<file path="src/rtl/can_ser_pkg.sv">
// Package: shared widths and field sizes for the identifier serializer.
// Assumes 8-bit buffer registers and a 4-bit data length code.
package can_ser_pkg;
    localparam int REG_W      = 8;
    localparam int DLC_W      = 4;
    localparam int EXT_ID_W   = 29;
    localparam int STD_ID_W   = 11;
    localparam int FMT_BIT    = 3;   // format flag position in register 1
    localparam int STD_RTR    = 4;   // remote flag position in register 1, standard layout
    // extended: id + SRR + IDE + RTR + 2 reserved + DLC
    localparam int EXT_LEN    = EXT_ID_W + 3 + 2 + DLC_W;
    // standard: id + RTR + IDE + 1 reserved + DLC
    localparam int STD_LEN    = STD_ID_W + 3 + DLC_W;
    localparam int FRAME_W    = EXT_LEN;
    localparam int CNT_W      = $clog2(FRAME_W + 1);

    typedef enum logic [1:0] {
        SER_IDLE  = 2'd0,
        SER_SHIFT = 2'd1,
        SER_DONE  = 2'd2
    } ser_state_t;
endpackage

</file>
<file path="src/rtl/can_field_assembler.sv">
// Module: builds the left-aligned field bit vector and its length from the
// packed buffer registers. Purely combinational; assumes register layouts
// with the format flag in register 1 bit 3.
module can_field_assembler
    import can_ser_pkg::*;
(
    input  logic [REG_W-1:0]   reg0_i,
    input  logic [REG_W-1:0]   reg1_i,
    input  logic [REG_W-1:0]   reg2_i,
    input  logic [REG_W-1:0]   reg3_i,
    input  logic [REG_W-1:0]   dlen_i,
    output logic [FRAME_W-1:0] frame_o,
    output logic [CNT_W-1:0]   len_o,
    output logic               ext_o
);
    localparam int STD_PAD = FRAME_W - STD_LEN;

    logic [EXT_ID_W-1:0] ext_id;
    logic [STD_ID_W-1:0] std_id;
    logic [DLC_W-1:0]    dlc;

    // Gather identifier bits from the register fields for each layout.
    always_comb begin
        ext_id = {reg0_i, reg1_i[7:5], reg1_i[2:0], reg2_i, reg3_i[7:1]};
        std_id = {reg0_i, reg1_i[7:5]};
        dlc    = dlen_i[DLC_W-1:0];
        ext_o  = reg1_i[FMT_BIT];
    end

    // Pick the sequence for the detected format, MSB at the top of the vector.
    always_comb begin
        if (ext_o) begin
            frame_o = {ext_id[EXT_ID_W-1:18], 1'b1, 1'b1, ext_id[17:0],
                       reg3_i[0], 2'b00, dlc};
            len_o   = CNT_W'(EXT_LEN);
        end else begin
            frame_o = {std_id, reg1_i[STD_RTR], 1'b0, 1'b0, dlc,
                       {STD_PAD{1'b0}}};
            len_o   = CNT_W'(STD_LEN);
        end
    end
endmodule

</file>
<file path="src/rtl/can_bit_shifter.sv">
// Module: holds the captured field and shifts it out one bit per enable.
// Assumes len_i is nonzero and not above FRAME_W. Loads are taken only
// while no field is in flight.
module can_bit_shifter
    import can_ser_pkg::*;
(
    input  logic               clk,
    input  logic               rst_n,
    input  logic               load_i,
    input  logic               shift_en_i,
    input  logic [FRAME_W-1:0] frame_i,
    input  logic [CNT_W-1:0]   len_i,
    input  logic               ext_i,
    output logic               bit_o,
    output logic               done_o,
    output logic               ext_o
);
    ser_state_t         state;
    logic [FRAME_W-1:0] sreg;
    logic [CNT_W-1:0]   remain;
    logic               fmt_q;

    // Sequencer: capture on load when free, shift on enable while busy.
    always_ff @(posedge clk) begin
        if (!rst_n) begin
            state  <= SER_IDLE;
            sreg   <= '0;
            remain <= '0;
            fmt_q  <= 1'b0;
        end else if (state == SER_SHIFT) begin
            if (shift_en_i) begin
                sreg   <= sreg << 1;
                remain <= remain - 1'b1;
                if (remain == CNT_W'(1)) state <= SER_DONE;
            end
        end else if (load_i) begin
            sreg   <= frame_i;
            remain <= len_i;
            fmt_q  <= ext_i;
            state  <= SER_SHIFT;
        end
    end

    // Output decode: head bit while busy, recessive otherwise.
    always_comb begin
        bit_o  = (state == SER_SHIFT) ? sreg[FRAME_W-1] : 1'b1;
        done_o = (state == SER_DONE);
        ext_o  = fmt_q;
    end

    assert_reset_state_R1: assert property (@(posedge clk)
        !rst_n |=> (!done_o && !ext_o && bit_o));
    assert_fmt_hold_R2: assert property (@(posedge clk) disable iff (!rst_n)
        (state == SER_SHIFT) |=> $stable(ext_o));
    assert_hold_no_enable_R7: assert property (@(posedge clk) disable iff (!rst_n)
        (state == SER_SHIFT && !shift_en_i) |=> $stable(bit_o) && $stable(remain));
    assert_done_on_last_R8: assert property (@(posedge clk) disable iff (!rst_n)
        (state == SER_SHIFT && shift_en_i && remain == CNT_W'(1)) |=> done_o);
    assert_busy_count_R8: assert property (@(posedge clk) disable iff (!rst_n)
        (state == SER_SHIFT) |-> (remain != '0));
    assert_load_ignored_R9: assert property (@(posedge clk) disable iff (!rst_n)
        (state == SER_SHIFT && load_i && !shift_en_i) |=> $stable(sreg));
    assert_load_accept_R10: assert property (@(posedge clk) disable iff (!rst_n)
        (state != SER_SHIFT && load_i) |=> (!done_o && remain == $past(len_i)));
    assert_idle_recessive_R11: assert property (@(posedge clk) disable iff (!rst_n)
        (state != SER_SHIFT) |-> bit_o);
endmodule

</file>
<file path="src/rtl/can_id_serializer.sv">
// Module: top of the arbitration/control field serializer. Decodes the
// buffer registers and streams the selected sequence MSB first.
// Assumes the caller pulses shift_en_i once per bit time.
module can_id_serializer
    import can_ser_pkg::*;
(
    input  logic             clk,
    input  logic             rst_n,
    input  logic             load_i,
    input  logic [REG_W-1:0] id_reg0_i,
    input  logic [REG_W-1:0] id_reg1_i,
    input  logic [REG_W-1:0] id_reg2_i,
    input  logic [REG_W-1:0] id_reg3_i,
    input  logic [REG_W-1:0] dlen_i,
    input  logic             shift_en_i,
    output logic             bit_o,
    output logic             done_o,
    output logic             ext_o
);
    logic [FRAME_W-1:0] asm_frame;
    logic [CNT_W-1:0]   asm_len;
    logic               asm_ext;

    can_field_assembler u_asm (
        .reg0_i  (id_reg0_i),
        .reg1_i  (id_reg1_i),
        .reg2_i  (id_reg2_i),
        .reg3_i  (id_reg3_i),
        .dlen_i  (dlen_i),
        .frame_o (asm_frame),
        .len_o   (asm_len),
        .ext_o   (asm_ext)
    );

    can_bit_shifter u_shift (
        .clk        (clk),
        .rst_n      (rst_n),
        .load_i     (load_i),
        .shift_en_i (shift_en_i),
        .frame_i    (asm_frame),
        .len_i      (asm_len),
        .ext_i      (asm_ext),
        .bit_o      (bit_o),
        .done_o     (done_o),
        .ext_o      (ext_o)
    );

    // Length always fits the shift register (R3 / R5 sizing).
    assert_len_fits_R3: assert property (@(posedge clk) disable iff (!rst_n)
        load_i |-> (asm_len == CNT_W'(EXT_LEN) || asm_len == CNT_W'(STD_LEN)));
endmodule

</file>
<file path="config.mk">
export PLATFORM = sky130hd
export DESIGN_NAME = can_id_serializer
export DESIGN_NICKNAME = d
export VERILOG_FILES = /design/src/rtl/can_ser_pkg.sv /design/src/rtl/can_field_assembler.sv /design/src/rtl/can_bit_shifter.sv /design/src/rtl/can_id_serializer.sv
export SDC_FILE = /design/constraint.sdc
export NUM_CORES = 1
export LEC_CHECK = 0
export BUFFER_PORTS_ARGS = -buffer_cell sky130_fd_sc_hd__buf_2
export CORE_MARGIN = 3
export CORE_UTILIZATION = 51
export DETAILED_ROUTE_END_ITERATION = 8
export PLACE_DENSITY = 0.76
export SYNTH_ARGS = -nofsm -noshare
export SYNTH_HDL_FRONTEND = slang
export SYNTH_HIERARCHICAL = 1
export SYNTH_SLANG_ARGS = --single-unit
</file>
<file path="constraint.sdc">
create_clock -name clk -period 1.5 [get_ports clk]
set_clock_uncertainty 0.2 [all_clocks]
set_input_delay 0.075 -clock clk [delete_from_list [all_inputs] [get_ports clk]]
set_output_delay 0.075 -clock clk [all_outputs]
set_load 0.1 [all_outputs]
</file>
Word-level counts from Yosys, hierarchy flattened
Index checks and enable logic that the tools add are counted. Widths: inputs -> output; s select.

Add/subtract/negate cells: 1. Equality and inequality tests: 5. Muxes and demuxes: 13. Bitwise gates (word level): 1. Reduce and logical (&&, ||, !) cells: 4.

Operators by type and width (count): $mux 38 (3); $mux 27 (1); $mux 6 (4); $mux 2 (4); $eq 6x1->1 const B (1); $sub 6x1->6 const B (1); $reduce_and 2->1 (2); $reduce_and 3->1 (1); $eq 2x1->1 const B (1); $eq 2x2->1 const B (1); $ne 2x1->1 const B (1); $ne 2x2->1 const B (1); $reduce_bool 2->1 (1); $mux 1 (1); $not 1->1 (1).

Register bits: 47. Output and inout bits: 3. Word-level logic and storage cells: 28.

Depth between registers and ports, before layout
Depth after elaboration: 4. Mapped depth: 7.

By module
The synthesis kept the hierarchy.

By module, submodules not included: can_bit_shifter (instances 1, cells each 273, area each 2366.0 um2, seq. area each 940.9 um2); can_field_assembler (instances 1, cells each 50, area each 380.4 um2, seq. area each 0.0 um2).

Worst setup path after synthesis
No wires, ideal clock.

Kind: register -> output. Start: reg u_shift.state[1]. End: out done_o. Data arrival time: 1699 ps. Required time: 1225 ps. Setup slack: -474 ps. Stages on the path, launching flop included: 2. Path buffers: 0. Path through: dfxtp_1 nor2b_1.

Longest elaborated chain between the ends: 1.

Ends and longest elaborated chain: start: declaration (line can_bit_shifter.sv:18) `ser_state_t state;`; start signal: assignment (line can_bit_shifter.sv:26) `state <= SER_IDLE;`; start signal: assignment (line can_bit_shifter.sv:34) `if (remain == CNT_W'(1)) state <= SER_DONE;`; start signal: assignment (line can_bit_shifter.sv:40) `state <= SER_SHIFT;`; $eq 2x2->1 (line can_bit_shifter.sv:47) `done_o = (state == SER_DONE);`; end: declaration (line can_id_serializer.sv:17) `output logic done_o,`.

No other way between the ends.

Worst setup path after layout
Start: reg u_shift.state[1]. End: reg u_shift.sreg[11].

Longest elaborated chain between the ends: 3.

Ends and longest elaborated chain: $eq 2x1->1 * (line can_bit_shifter.sv:30) `end else if (state == SER_SHIFT) begin`; $ne 2x2->1 (no source line) or $reduce_bool 2->1 (tied branches); $reduce_and 2->1 (no source line); end signal: assignment (line can_bit_shifter.sv:32) `sreg <= sreg << 1;`; end signal: assignment (line can_bit_shifter.sv:37) `sreg <= frame_i;`; end: declaration (line can_bit_shifter.sv:19) `logic [FRAME_W-1:0] sreg;`.

Every way passes the cells marked *; elsewhere a longest branch is shown, timed or not. A chain may end at the register's enable or synchronous reset.

==> flow_metrics.tcl <==
set metrics [dict create \
    status "finished, violations left" \
    violations "negative setup slack" \
    cts_max_level 2 \
    p_sw_share_pct 29.5 \
    cts_tree "yes" \
    nFillCells 342 \
    avgSynthCellArea_um2 8.50 \
    seq_power_share_pct 40.3 \
    switchingPower_uw 1070 \
    pwr-share-clk_pct 30.9 \
    synth_edf_count 0 \
    routedWlPerCell_um 16.6 \
    drc 0 \
    placed_cell_area_um2 3020 \
    hold_viol 0 \
    viasPerCell 5.53 \
    critPathSlowestCell "dfxtp_4" \
    syn2layout_area_growth_pct 37.2 \
    ant_nets 0 \
    finalMaxSlewViolations 0 \
    whs_ns 0.000558 \
    critPathCaptureType "register" \
    critPathMaxFanout 7 \
    async_flop_share_pct 0 \
    ys_seq_area_share_pct 34.3 \
    rsz0062_at_grt "true" \
    setup_viol 44 \
    dp_hpwl_mm 3.92 \
    slowest_delay_ns 0.37 \
    insertedDiodeCount 0 \
    ys.flop_type "dfxtp_1" \
    netlist_instances 323 \
    crit_chain "and3b_2, a21o_4, clkbuf_16, nor2_2, a311oi_1" \
    irDropWorstVdd_mv 0.508 \
    max_freq_ghz 0.612 \
    die_h_um 79.4 \
    grt_pass1_wl_mm 10.6 \
    multi_input_area_um2 1650 \
    vias 2526 \
    synth_top_area_cell "dfxtp_1" \
    start_util_pct 53.1 \
    drt_iter0_markers 253 \
    worstSetupPathType "reg -> reg" \
    grt_use_total_pct 21.0 \
    yosysUniqueCellTypes 38 \
    grt_max_degree 31 \
    synth_most_common_cell "nand2_1" \
    antenna_found_initial 0 \
    synth.cell_area_um2 2750 \
    ys_seq_elements 47 \
    drt_wl_total_mm 7.61 \
    ys_top_cells_by_area "dfxtp_1, a311oi_2, nand2_1" \
    clk_pin_slew_worst_paths_ns 0.10 \
    drive_gt1_share_pct 42.6 \
    fin_ws_ns -0.134 \
    clock_sinks 47 \
    place.gp.congestion 0.816 \
    internal-power_uw 2550 \
    cp.required_ns 1.51 \
    critical-path-top-delay-family "compound AO/OA/AOI/OAI gates" \
    cts_buffer_depth 2 \
    period_share_pct 109 \
    firstDrtPassIters 4 \
    die_area_um2 6300 \
    die_w_um 79.4 \
    preCtsSetupSlack_ns -0.0513 \
    synth_common_cells "nand2_1, dfxtp_1, nor2_1" \
    cap_viol_max_count 0 \
    powerDensity_nw_per_um2 960 \
    cts_root_buffer "clkbuf_8" \
    nets 432 \
    cp_data_arrival_time_ns 1.65 \
    path_buf_inv 1 \
    grt_overflow 0 \
    grt_pass1_vias 2270 \
    synth_top_area_share_pct 34.3 \
    yosysWarnings 6 \
    combPwrFrac_pct 28.8 \
    period_needed_ns 1.63 \
    cp-start-kind "register" \
    insertion_delay_ns 0.31 \
    design.portCount 47 \
    finalInstanceArea_um2 3770 \
    power_leakage_uw 0.00147 \
    regArea_um2 951 \
    port_buffers 42 \
    cts_buffers 5 \
    coreArea_um2 5170 \
    placementRows 26 \
    holdCritPathClass "in -> reg" \
]
## sequential cells by signal (all words and copies together) (netlist names)
name,cells
u_shift/state,2
u_shift/sreg,38
u_shift/remain,6
u_shift/ext_o,1
## logic make-up (layout without fill, tap and decap cells)
logic type | count (synthesis) | in the layout | share of synthesized area [%]
fa+ha+maj | 2 | 2 | 0.911
compound gates | 59 | 60 | 24.4
simple gates | 157 | 157 | 25.1
flops | 47 | 47 | 34.3
mux | 4 | 4 | 2.19
buf+inv | 52 | 112 | 12.8
other cells | 2 | 5 | 0.273
## cell usage in the layout, fill, tap and decap left out, drive strengths merged, types with 3 or more instances in the layout
master	Yosys	final
nand2	78	78
nand3	4	4
nand4	3	3
mux2	4	4
nor2b	3	3
a21oi	6	6
nor2	40	40
o21ai	3	3
and2	19	19
inv	3	3
dlygate4sd3	0	24
conb	2	5
buf	35	70
clkbuf	13	11
a311oi	38	38
dfxtp	47	47
## tightest hold or removal path: cells and delay by family
| kind | cells | cell delay [ns] |
|---|---|---|
| AND/OR/NAND/NOR | 2 | 0.21 |
| buffers and inverters | 1 | 0.09 |
| AO/OA/AOI/OAI | 1 | 0.09 |
## what timing repair did
item,in CTS,in global routing
gates cloned,0,7
gates resized for setup,9,45
endpoints found under the hold margin,28,0
setup buffers,1,2
hold buffers,24,0
setup endpoints to repair,42,47
pin swaps,5,37
## power groups by stage
stage          sequential, uW  clock (uW)  combinational (uW)
3_5_place_dp             1460           0                 775
4_1_cts                  1440        1130                 842
3_3_place_gp             1460           0                 754
6_report                 1460        1120                1040
5_1_grt                  1470        1190                1110
2_1_floorplan            1460           0                 594
## worst paths after layout
path | end | startpoint | cells after the start | slack, ns
worst min register to register | u_shift/ext_o | u_shift/ext_o | 2 | 0.29
worst min-delay path | u_shift/sreg[19] | id_reg2_i[5] | 4 | 0.0006
worst max register to register | u_shift/sreg[11] | u_shift/state[1] | 5 | -0.13
worst max-delay path | u_shift/sreg[11] | u_shift/state[1] | 5 | -0.13
## layer usage
layer | track usage [%] | up-vias | share of wire, % | wire (um)
li1 | - | 1222 | - | -
met1 | 27.0 | 1186 | 40 | 3070
met2 | 34.3 | 95 | 50 | 3790
met3 | 3.95 | 23 | 6.3 | 483
met4 | 9.28 | 0 | 3.5 | 265
met5 | 0 | - | 0 | 0
## through the flow
| stage | util (%) | setup TNS (ns) | instances | power, uW |
|---|---|---|---|---|
| CTS | 66.5 | -0.511 | 448 | 3410 |
| finish | 72.9 | -3.36 | 457 | 3620 |
| global placement | 58.4 | -0.00620 | 415 | 2210 |
| global route | 72.9 | -5.61 | 457 | 3770 |
| floorplan | - | -1.47 | 326 | 2060 |
| detailed placement | 58.4 | -0.655 | 415 | 2240 |
## layout make-up
type | count | share of cell area (%)
timing repair buffer | 100 | 24.7
sequential | 47 | 25.2
inverter | 4 | 0.398
multi-input combinational | 228 | 43.8
tap | 70 | 2.32
clock inverter | 3 | 1.79
clock buffer | 5 | 1.83
No activity file was read; power rests on OpenSTA's default activity.
